### config.mk
export PLATFORM = sky130hd
export DESIGN_NAME = chan_gain_router
export DESIGN_NICKNAME = d
export VERILOG_FILES = /design/src/rtl/chan_gain_pkg.sv /design/src/rtl/chan_gain_ctrl.sv /design/src/rtl/chan_gain_path.sv /design/src/rtl/chan_gain_router.sv
export SDC_FILE = /design/constraint.sdc
export NUM_CORES = 1
export LEC_CHECK = 0
export CAP_MARGIN = 20
export CORE_UTILIZATION = 55
export CTS_BUF_LIST = sky130_fd_sc_hd__clkbuf_4 sky130_fd_sc_hd__clkbuf_8 sky130_fd_sc_hd__clkbuf_16
export DETAILED_ROUTE_END_ITERATION = 16
export DONT_BUFFER_PORTS = 1
export MAX_ROUTING_LAYER = met4
export PLACE_DENSITY_LB_ADDON = 0.25
export SETUP_SLACK_MARGIN = 0.2
export SYNTH_ARGS = -nofsm -noshare
export SYNTH_HDL_FRONTEND = slang
export SYNTH_HIERARCHICAL = 1
export SYNTH_SLANG_ARGS = --single-unit
### constraint.sdc
create_clock -name clk -period 8.1 [get_ports clk]
set_clock_uncertainty 0.15 [all_clocks]
set_input_delay 0.405 -clock clk [delete_from_list [all_inputs] [get_ports clk]]
set_output_delay 0.405 -clock clk [all_outputs]
set_load 0.01 [all_outputs]
### src/rtl/chan_gain_pkg.sv
package chan_gain_pkg;
  localparam int ATT_CODE_W = 8;
  localparam int GAIN_W     = ATT_CODE_W + 1;

  typedef struct packed {
    logic [GAIN_W-1:0] gainL;
    logic [GAIN_W-1:0] gainR;
    logic              forceMid;
  } gainCtrl_t;
endpackage

### src/rtl/chan_gain_ctrl.sv
module chan_gain_ctrl
  import chan_gain_pkg::*;
#(
  parameter int SAMPLE_W = 18,
  parameter int ZERO_RUN = 16
) (
  input  logic                       clk,
  input  logic                       rstN,
  input  logic                       inValid,
  input  logic signed [SAMPLE_W-1:0] inL,
  input  logic signed [SAMPLE_W-1:0] inR,
  input  logic                       gainWe,
  input  logic                       gainSel,
  input  logic [ATT_CODE_W:0]        gainData,
  input  logic                       linkAtt,
  input  logic                       muteReq,
  input  logic                       agForce,
  input  logic                       zeroDetEn,
  output gainCtrl_t                  ctrl,
  output logic                       zeroFlagN
);
  localparam logic [GAIN_W-1:0] UNITY = GAIN_W'(1 << ATT_CODE_W);
  localparam int CNT_W = $clog2(ZERO_RUN + 1);
  localparam logic [CNT_W-1:0] RUN_MAX = CNT_W'(ZERO_RUN);

  logic [ATT_CODE_W-1:0] codeL, codeR;
  logic [GAIN_W-1:0]     gainCurL, gainCurR, tgtL, tgtR;
  logic [CNT_W-1:0]      zeroCnt, cntNext;
  logic                  zeroNow, detNext;

  function automatic logic [GAIN_W-1:0] codeToGain(input logic [ATT_CODE_W-1:0] c);
    return (c == '1) ? UNITY : GAIN_W'(c);
  endfunction

  function automatic logic [GAIN_W-1:0] stepToward(input logic [GAIN_W-1:0] cur,
                                                   input logic [GAIN_W-1:0] tgt);
    if (cur < tgt)      return cur + 1'b1;
    else if (cur > tgt) return cur - 1'b1;
    else                return cur;
  endfunction

  // Latch-gated code storage
  always_ff @(posedge clk or negedge rstN) begin
    if (!rstN) begin
      codeL <= '1;
      codeR <= '1;
    end else if (gainWe && gainData[ATT_CODE_W]) begin
      if (gainSel) codeR <= gainData[ATT_CODE_W-1:0];
      else         codeL <= gainData[ATT_CODE_W-1:0];
    end
  end

  always_comb begin
    tgtL = muteReq ? '0 : codeToGain(codeL);
    tgtR = muteReq ? '0 : codeToGain(linkAtt ? codeL : codeR);
  end

  // Per-frame ramp of the applied gains
  always_ff @(posedge clk or negedge rstN) begin
    if (!rstN) begin
      gainCurL <= UNITY;
      gainCurR <= UNITY;
    end else if (inValid) begin
      gainCurL <= stepToward(gainCurL, tgtL);
      gainCurR <= stepToward(gainCurR, tgtR);
    end
  end

  // Zero-run detection
  always_comb begin
    zeroNow = (inL == '0) && (inR == '0);
    if (!zeroNow)               cntNext = '0;
    else if (zeroCnt == RUN_MAX) cntNext = zeroCnt;
    else                        cntNext = zeroCnt + 1'b1;
    detNext = (cntNext == RUN_MAX);
  end

  always_ff @(posedge clk or negedge rstN) begin
    if (!rstN) begin
      zeroCnt   <= '0;
      zeroFlagN <= 1'b1;
    end else if (inValid) begin
      zeroCnt   <= cntNext;
      zeroFlagN <= !detNext;
    end
  end

  always_comb begin
    ctrl.gainL    = gainCurL;
    ctrl.gainR    = gainCurR;
    ctrl.forceMid = agForce || (zeroDetEn && detNext);
  end

  AST_RAMP_ONE_STEP: assert property (@(posedge clk) disable iff (!rstN)
    inValid |=> (gainCurL == $past(gainCurL)) || (gainCurL == $past(gainCurL) + 1'b1) ||
                (gainCurL + 1'b1 == $past(gainCurL)));
  AST_GAIN_HOLD: assert property (@(posedge clk) disable iff (!rstN)
    !inValid |=> $stable(gainCurL) && $stable(gainCurR));
  AST_GAIN_RANGE: assert property (@(posedge clk) disable iff (!rstN)
    (gainCurL <= UNITY) && (gainCurR <= UNITY));
endmodule

### src/rtl/chan_gain_path.sv
module chan_gain_path
  import chan_gain_pkg::*;
#(
  parameter int SAMPLE_W = 18
) (
  input  logic                       clk,
  input  logic                       rstN,
  input  logic                       inValid,
  input  logic signed [SAMPLE_W-1:0] inL,
  input  logic signed [SAMPLE_W-1:0] inR,
  input  logic [3:0]                 routeSel,
  input  gainCtrl_t                  ctrl,
  output logic                       outValid,
  output logic signed [SAMPLE_W-1:0] outL,
  output logic signed [SAMPLE_W-1:0] outR,
  output logic                       midForce
);
  localparam int SUM_W  = SAMPLE_W + 1;
  localparam int PROD_W = SAMPLE_W + GAIN_W + 1;

  logic signed [SUM_W-1:0]    pairSum;
  logic signed [SAMPLE_W-1:0] pairAvg;
  logic signed [SAMPLE_W-1:0] nextOut [2];

  always_comb begin
    pairSum = SUM_W'(inL) + SUM_W'(inR);
    pairAvg = SAMPLE_W'(pairSum >>> 1);
  end

  for (genvar i = 0; i < 2; i++) begin : g_out
    logic [1:0]                 sel;
    logic [GAIN_W-1:0]          gain;
    logic signed [SAMPLE_W-1:0] routed;
    logic signed [PROD_W-1:0]   aExt, bExt, prod;

    always_comb begin
      sel  = routeSel[2*i +: 2];
      gain = (i == 0) ? ctrl.gainL : ctrl.gainR;
      case (sel)
        2'b01:   routed = inL;
        2'b10:   routed = inR;
        2'b11:   routed = pairAvg;
        default: routed = '0;
      endcase
      aExt = PROD_W'(routed);
      bExt = PROD_W'(gain);
      prod = aExt * bExt;
      nextOut[i] = ctrl.forceMid ? '0 : SAMPLE_W'(prod >>> ATT_CODE_W);
    end
  end

  always_ff @(posedge clk or negedge rstN) begin
    if (!rstN) begin
      outValid <= 1'b0;
      outL     <= '0;
      outR     <= '0;
      midForce <= 1'b0;
    end else begin
      outValid <= inValid;
      if (inValid) begin
        outL     <= nextOut[0];
        outR     <= nextOut[1];
        midForce <= ctrl.forceMid;
      end
    end
  end

  AST_OUT_HOLD: assert property (@(posedge clk) disable iff (!rstN)
    !inValid |=> $stable(outL) && $stable(outR) && $stable(midForce));
endmodule

### src/rtl/chan_gain_router.sv
module chan_gain_router
  import chan_gain_pkg::*;
#(
  parameter int SAMPLE_W = 18,
  parameter int ZERO_RUN = 16
) (
  input  logic                       clk,
  input  logic                       rstN,
  input  logic                       inValid,
  input  logic signed [SAMPLE_W-1:0] inL,
  input  logic signed [SAMPLE_W-1:0] inR,
  input  logic                       gainWe,
  input  logic                       gainSel,
  input  logic [ATT_CODE_W:0]        gainData,
  input  logic                       linkAtt,
  input  logic [3:0]                 routeSel,
  input  logic                       muteReq,
  input  logic                       agForce,
  input  logic                       zeroDetEn,
  output logic                       outValid,
  output logic signed [SAMPLE_W-1:0] outL,
  output logic signed [SAMPLE_W-1:0] outR,
  output logic                       zeroFlagN,
  output logic                       midForce
);
  gainCtrl_t ctrl;

  chan_gain_ctrl #(.SAMPLE_W(SAMPLE_W), .ZERO_RUN(ZERO_RUN)) u_ctrl (
    .clk(clk), .rstN(rstN), .inValid(inValid), .inL(inL), .inR(inR),
    .gainWe(gainWe), .gainSel(gainSel), .gainData(gainData),
    .linkAtt(linkAtt), .muteReq(muteReq), .agForce(agForce),
    .zeroDetEn(zeroDetEn), .ctrl(ctrl), .zeroFlagN(zeroFlagN)
  );

  chan_gain_path #(.SAMPLE_W(SAMPLE_W)) u_path (
    .clk(clk), .rstN(rstN), .inValid(inValid), .inL(inL), .inR(inR),
    .routeSel(routeSel), .ctrl(ctrl), .outValid(outValid),
    .outL(outL), .outR(outR), .midForce(midForce)
  );

  AST_VALID_FOLLOWS: assert property (@(posedge clk) disable iff (!rstN)
    inValid |=> outValid);
  AST_FORCE_PINS: assert property (@(posedge clk) disable iff (!rstN)
    (inValid && agForce) |=> midForce && (outL == '0) && (outR == '0));
  AST_FLAG_RELEASE: assert property (@(posedge clk) disable iff (!rstN)
    (inValid && ((inL != '0) || (inR != '0))) |=> zeroFlagN);
  AST_FLAG_NEEDS_ZERO: assert property (@(posedge clk) disable iff (!rstN)
    $fell(zeroFlagN) |-> $past(inValid) && ($past(inL) == '0) && ($past(inR) == '0));
endmodule

-- Yosys cells after proc, flatten, opt, wreduce, memory -nomap -nowiden
Index checks and enable logic that the tools add are counted.
- register bits: 78
- bits in latches: 0
- bits in writable memories: 0
- memory bits (read-only): 0
- bits of input ports: 58
- memories kept: 0
- add/subtract/negate cells: 6
- multipliers: 2
- divide/modulo/power cells: 0
- $lt $le $gt $ge: 4
- eq/ne operators: 10
- shift operators: 0
- mux-type cells: 15
- bitwise logic cells: 1
- reductions and logical operators: 13
- operators by type and width (kind ; number):
    $pmux W18 S3 ; 2
    $mux W9 ; 8
    $mul A18 B10 Y26 ; 2
    $logic_not A18 Y1 ; 2
    $mux W18 ; 2
    $add A18 B18 Y19 ; 1
    $add A9 B1 Y9 const B ; 2
    $gt A9 B9 Y1 ; 2
    $lt A9 B9 Y1 ; 2
    $sub A9 B1 Y9 const B ; 2
    $eq A8 B8 Y1 const B ; 2
    $eq A5 B5 Y1 const B ; 2
    $mux W5 ; 2
    $eq A2 B2 Y1 const B ; 4
    $mux W8 ; 1
    $reduce_and A2 Y1 ; 4
    $add A5 B1 Y5 const B ; 1
    $eq A2 B1 Y1 const B ; 2
    $reduce_bool A2 Y1 ; 2
    $logic_and A1 B1 Y1 ; 3
    $logic_not A1 Y1 ; 1
    $logic_or A1 B1 Y1 ; 1
    $not A1 Y1 ; 1

-- Longest topological paths before layout
Gate-level depths: netlist (run 1).
- depth in word-level cells: 7
- mapped depth: 30

-- Modules after synthesis
The synthesis (run 1) kept the hierarchy.
- by module, submodules not included (module ; times used ; cells each ; area an instance (µm²) ; seq. area each (µm²)):
    chan_gain_path ; 1 ; 1567 ; 13690.6 ; 950.9
    chan_gain_ctrl ; 1 ; 312 ; 2985.4 ; 1024.7

-- Least setup slack after synthesis (run 1)
OpenSTA, ideal clock, no wires.
- kind: input to register
- start point: input inL[4]
- end point: register u_path.outL[17]
- setup time: 0.081 ns
- data arrival time: 6.961 ns
- data required time: 7.869 ns
- path slack: 0.908 ns
- cell stages on the path: 28
- buffers on the path: 0
- path through: ha_1 a21o_1 a2111oi_0 o21a_1 o21ai_1 and4_1 nor3_2 xor2_1 o21ai_1 nand2_1 fa_1 inv_1 fa_1 fa_1 fa_1 inv_1 fa_1 inv_1 ha_1 and3_1 and4_1 nand2_1 o22a_1 a21oi_2 nand4_1 nand4b_1 xnor3_1 o22ai_2
- cells in the longest elaborated chain, start to end: 7
- ends and longest elaborated chain (element ; line ; source):
    from (decl) ; chan_gain_router.sv:10 ; input logic signed [SAMPLE_W-1:0] inL,
    parallel branches: the longest is 6 deep, another holds $mul A18 B10 Y26 ; -- ;
    $mux W18 * ; chan_gain_path.sv:48 ; nextOut[i] = ctrl.forceMid ? '0 : SAMPLE_W'(prod >>> ATT_CODE_W);
    to (signal assigned) ; chan_gain_path.sv:61 ; outL <= nextOut[0];
    to (decl) ; chan_gain_path.sv:14 ; output logic signed [SAMPLE_W-1:0] outL,
Mark *: on every way between the ends.
A chain may end at the register's enable or synchronous reset.

-- Worst setup path after layout (run 1)
Same ends and word-level chain as after synthesis.

==> out/qor.csv, run 1 <==
metric;value;unit
status;finished, final reports clean;
total wire length;41.16;mm
CP arrival;7.62;ns
critical path type;input port to flip-flop;
Crit. Startpoint;inL[4];
CP max-delay cell;fa_1;
part of the Yosys area used for sequential elements;11.85;%
Routed Antenna Nets;0;
drt via density;5.639;
Detailed Routing Iterations Pass 1;5;
Critical Path Fanout Max;9;
Synthesized Nets;2357;
Placed Instances;2249;
H-tree lvl count;3;
Antenna Cells;0;
DRC Markers;0;
Max Clock Freq;133.2;MHz
Fin. Hold Viols;0;
Top Family by Delay on Critical Path;adder cells;
share of cells above drive strength 1;7.234;%
setup_tns;0;ns
wire per inst;18.13;um
relative slew slack;40.51;%
Top Layer Used;met4;
vias in the first global route;13731;
met3 wire length;2.066;mm
DIE AREA;0.03102;mm^2
leading area contributor after synthesis;fa_1;
io pins;97;
clk sinks;78;
Yosys warning count;6;
Synth Cell Area;0.01668;mm^2
M1 WL;17.42;mm
port buffer count;0;
area share of the largest cell type after synthesis;30.61;%
worst r2r src;u_ctrl/gainCurR[2];
Worst Reg-to-Reg Cells;21;
antenna violations before repair;0;
Max Cap Viol;0;
global route overflow;0;
worst reg2reg path endpoint;u_path/outR[14];
WHS Path Cells;1;
EDFF count, synth;0;
# setup viols final;0;
Layout Cells excl Fill;2270;
dpl hpwl;32.80;mm
CP Buf/Inv Count;4;
worst skew pair latency;0.35;ns
WP depth;29;
area delta synth->final;5.335;%
Hold Worst Slack;0.01821;ns
detailed router's first-iteration violation count;762;
flop-to-flop setup slack;1.80;ns
Final Max Slew Viols;0;
fin nets;2353;
core area;0.02972;mm^2
Worst EP required;8.21;ns
fill count;2575;
routed vias;12800;
post-synthesis instance total;1879;
die height;176.1;um
Die Wd;176.1;um
Tightest Pin Transition;0.8924;ns
Async SR Flop Fraction;100.0;%
Final Wtd Congestion;0.9425;
met2 routed WL;20.25;mm
CTS Buf Count;9;
gr usage total;29.26;%
CTS tree;done;
CTS root buffer;clkbuf_16;
crit path capture type;flip-flop;
crit-path most repeated cell;fa_1;
Hold Crit Class;input port to flip-flop;
row cnt;63;
Starting Density;56.12;%
Syn Area/Cell;8.875;um^2
crit-path max cell delay;0.54;ns
CP endpoint;u_path/outL[17];
Area contributors post-synth;fa_1, ha_1, dfrtp_1;
Clock Tree Buf Depth;2;
count of cell types in the netlist;76;
Final period util;92.71;%
Primary FF master, synth;dfrtp_1;
CP Launch Type;input port;
pin count of the biggest net entering global routing;79;
Synth Register Bits;78;
RSZ-0062 raised after global routing;yes;
Post CTS Setup Buffer Count;0;
first-pass GRT wire length;69.20;mm
Worst-path clk slew;0.06;ns
final worst path period need;7.509;ns
## layout by cell type, fill, tap and decap left out, types with 5 or more instances in the layout
| cell type | instances |
|---|---|
| nor3_1 | 11 |
| and2_1 | 144 |
| nand3_1 | 18 |
| and3_1 | 7 |
| nand2_1 | 255 |
| o21bai_1 | 8 |
| dfstp_2 | 19 |
| nand4_1 | 12 |
| a31oi_1 | 7 |
| or3_1 | 7 |
| xnor2_1 | 55 |
| a21oi_2 | 5 |
| clkbuf_16 | 9 |
| mux2i_1 | 26 |
| or2_2 | 5 |
| o21a_1 | 10 |
| a211oi_1 | 12 |
| nand2b_1 | 14 |
| nor2_1 | 42 |
| nand3b_1 | 5 |
| o211ai_1 | 6 |
| o22ai_1 | 32 |
| mux2_2 | 32 |
| a21o_1 | 20 |
| fa_1 | 255 |
| o21ai_0 | 41 |
| a21oi_1 | 49 |
| ha_1 | 165 |
| inv_1 | 345 |
| dfrtp_1 | 59 |
| xor2_1 | 29 |
| nor4_1 | 10 |
| nor2b_1 | 25 |
| o21ai_1 | 32 |
| buf_4 | 37 |
## final cells by class
class	instances	area (um^2)	area share (%)
inverter	345	1295	7.372
tap	390	488.0	2.778
sequential	78	1976	11.25
clock inverter	4	28.78	0.1638
timing repair buffer	42	345.3	1.966
clock buffer	12	260.3	1.482
multi-input combinational	1399	13170	74.99
## repair_timing
action,4_1_cts,5_1_grt
endpoints found under the setup margin,0,10
resized for setup,0,4
hold endpoints to repair,94,4
hold buffers,4,1
## worst reg2reg max path: cells and delay by family, from the launching register on
| kind | cells | cell delay, ns |
|---|---|---|
| AOI/OAI and AO/OA | 6 | 1.25 |
| and+or+nand+nor | 3 | 0.62 |
| DFF | 1 | 0.91 |
| buffers and inverters | 6 | 0.40 |
| adders and majority gates | 6 | 2.87 |
## through the flow
stage / setup slack [ns] / utilization (%) / cell area, um^2
after CTS: 0.4855 / 59.04 / 17540
after floorplan: 0.9085 / - / 16680
after global placement: 0.2015 / 57.87 / 17200
final: 0.5907 / 59.11 / 17570
after global routing: 0.1289 / 59.11 / 17570
after detailed placement: 0.1249 / 57.87 / 17200
## sequential cells by signal, indices dropped and copies added, names as in the netlist
register,flops
u_ctrl/codeR,8
u_path/outValid,1
u_ctrl/codeL,8
u_ctrl/zeroCnt,5
u_path/outR,18
u_ctrl/zeroFlagN,1
u_ctrl/gainCurL,9
u_path/midForce,1
u_ctrl/gainCurR,9
u_path/outL,18
## routing by layer
metal	vias up	GRT usage (%)
met5	-	-
met4	0	11.01
met3	86	4.371
met2	353	48.72
met1	6373	35.93
li1	5988	-
## cell usage after synthesis, types with 6 or more instances
cell and number:
nand4_1 12, fa_1 255, mux2_2 32, nor2b_1 25, nand2b_1 15, xnor2_1 55
o21ai_0 42, or3_1 7, inv_1 345, o21a_1 10, o21ai_1 32, and2_1 144
o211ai_1 6, clkbuf_1 39, mux2i_1 26, dfstp_2 19, nor3_1 11, nor4_1 10
ha_1 165, and3_1 7, a21oi_1 51, buf_1 9, nand2_1 255, a31oi_1 7
a21o_1 20, a211oi_1 12, dfrtp_1 59, o21bai_1 8, o22ai_1 32, xor2_1 29
nor2_1 42, nand3_1 18
## worst min-delay path by stage
| stage | slack (ns) | from | to |
|---|---|---|---|
| after global routing | 0.0008 | inValid | u_path/outR[15] |
| final | 0.02 | inValid | u_path/outL[1] |
| after global placement | -0.03 | rstN | u_ctrl/gainCurL[1] |
| after floorplan | -0.04 | rstN | u_ctrl/gainCurL[0] |
| after CTS | 0.0003 | inValid | u_path/outR[15] |
| after detailed placement | -0.04 | rstN | u_ctrl/gainCurL[6] |
## cells by family (layout without fill, tap and decap cells)
logic type	after synthesis	count (layout)	synth area share, %
AO/OA/AOI/OAI	262	262	10.42
XOR/XNOR	85	85	4.547
adder cells (fa/ha/maj)	420	420	42.99
buffers and inverters	402	403	9.244
flip-flops	78	78	11.85
multiplexers	58	58	3.722
AND/OR/NAND/NOR	574	574	17.23
Power of run 1 is not shown: default switching activity piles up to over one toggle a cycle in this logic, so the estimate is an artifact.
==> inputs of run 2 (changes only) <==
==> constraint.sdc (replaced) <==
create_clock -name clk -period 8.9 [get_ports clk]
set_clock_uncertainty 0.15 [all_clocks]
set_input_delay 0.445 -clock clk [delete_from_list [all_inputs] [get_ports clk]]
set_output_delay 0.445 -clock clk [all_outputs]
set_load 0.01 [all_outputs]
==> out/qor.csv, run 2 (synthesis results as in run 1) <==
metric;value;unit;change
global route overflow;0;;unchanged
die height;176.1;um;unchanged
fin nets;2339;;-0.59%
Clock Tree Buf Depth;2;;unchanged
CP Buf/Inv Count;4;;unchanged
crit-path most repeated cell;fa_1;;
Top Family by Delay on Critical Path;adder cells;;
CTS Buf Count;9;;unchanged
Placed Instances;2237;;-0.53%
Hold Crit Class;input port to flip-flop;;
wire per inst;17.87;um;-1.5%
Antenna Cells;0;;unchanged
total wire length;40.31;mm;-2.1%
Tightest Pin Transition;0.9239;ns;+0.03148 ns
H-tree lvl count;3;;unchanged
# setup viols final;0;;unchanged
Post CTS Setup Buffer Count;0;;unchanged
Final Max Slew Viols;0;;unchanged
flop-to-flop setup slack;2.60;ns;+0.80 ns
biggest regs;u_path/outL (18), u_path/outR (18);;
fill count;2567;;-0.31%
dpl hpwl;32.18;mm;-1.9%
Routed Antenna Nets;0;;unchanged
status;finished, final reports clean;;
share of cells above drive strength 1;6.484;%;-0.75 points
antenna violations before repair;0;;unchanged
CP max-delay cell;o21ai_1;;
port buffer count;0;;unchanged
worst skew pair latency;0.36;ns;about the same
Max Cap Viol;0;;unchanged
drt via density;5.671;;+0.57%
Layout Cells excl Fill;2256;;-0.62%
Worst EP required;9.02;ns;+0.81 ns
setup_tns;0;ns;unchanged
vias in the first global route;13722;;-0.066%
Detailed Routing Iterations Pass 1;5;;unchanged
commonest non-fill, non-tap cell in the layout;inv_1;;
DRC Markers;0;;unchanged
core area;0.02972;mm^2;unchanged
relative slew slack;38.41;%;-2.1 points
Final Wtd Congestion;0.9417;;about the same
Worst-path clk slew;0.07;ns;about the same
detailed router's first-iteration violation count;734;;-3.7%
CTS tree;done;;
final worst path period need;7.944;ns;
Fin. Hold Viols;0;;unchanged
crit path capture type;flip-flop;;
row cnt;63;;unchanged
pin count of the biggest net entering global routing;79;;unchanged
Final period util;89.26;%;
DIE AREA;0.03102;mm^2;unchanged
Critical Path Fanout Max;9;;unchanged
most used cells in the layout excluding fill and tap cells;inv_1, nand2_1, fa_1;;
critical path type;input port to flip-flop;;
crit-path max cell delay;0.65;ns;+0.11 ns
CP arrival;8.06;ns;+0.44 ns
area delta synth->final;4.704;%;
clk sinks;78;;unchanged
Max Clock Freq;125.9;MHz;
Starting Density;56.12;%;unchanged
routed vias;12793;;-0.055%
io pins;97;;unchanged
Die Wd;176.1;um;unchanged
first-pass GRT wire length;68.56;mm;-0.93%
CTS root buffer;clkbuf_16;;
RSZ-0062 raised after global routing;no;;
CP Launch Type;input port;;
gr usage total;28.67;%;-0.59 points
run 2: changes by cell type in the layout (fill, tap and decap cells not counted), moves of 2 or more:
cell           change
clkbuf_8           -2
a21oi_1            +2
a21oi_2            -2
buf_4             -12
dlygate4sd3_1      -2
inv_6              +2
run 2: cell type report:
| cell class | instances | area (um^2) | area share, % |
|---|---|---|---|
| Clock inverter | 7 | 80.08 | 0.4586 |
| Multi-Input combinational cell | 1399 | 13160 | 75.38 |
| Timing Repair Buffer | 28 | 235.2 | 1.347 |
| Clock buffer | 9 | 225.2 | 1.290 |
| Tap cell | 390 | 488.0 | 2.795 |
| Inverter | 345 | 1295 | 7.417 |
| Sequential cell | 78 | 1976 | 11.31 |
run 2: per-layer routing:
layer,share of wire [%],vias up,routed length [um],global-route usage [%]
li1,-,5968,-,-
met1,43,6416,17200,35.10
met2,50,343,20260,49.44
met3,5.0,66,2010,4.070
met4,2.1,0,837,7.717
met5,0,-,0,-
run 2: per-stage QoR:
stage / worst slack, ns / hold WS (ns) / cell area (um^2) / util, %
floorplan: 1.668 / -0.0005911 / 16680 / -
global placement: 0.7689 / 0.002427 / 17110 / 57.57
detailed placement: 0.6854 / 0.001742 / 17110 / 57.57
CTS: 1.023 / 0.01515 / 17460 / 58.76
global route: 0.5690 / 0.01276 / 17460 / 58.76
finish: 0.9560 / 0.03002 / 17460 / 58.76
run 2: what timing repair did:
action,CTS,global route
hold endpoints to repair,80,0
resized for setup,0,0
endpoints found under the setup margin,0,0
hold buffers,3,0
run 2: path summary, 6_finish.rpt:
path | start | endpoint | cells past startpoint
max in group asynchronous | rstN | u_ctrl/gainCurR[8] | 2
min in group asynchronous | rstN | u_ctrl/zeroCnt[4] | 2
max | inL[1] | u_path/outL[17] | 29
min | inValid | u_ctrl/zeroCnt[4] | 1
max reg2reg | u_ctrl/gainCurL[1] | u_path/outL[10] | 21
min reg2reg | u_ctrl/zeroFlagN | u_ctrl/zeroFlagN | 2
Power of run 2 is left out for the same reason.
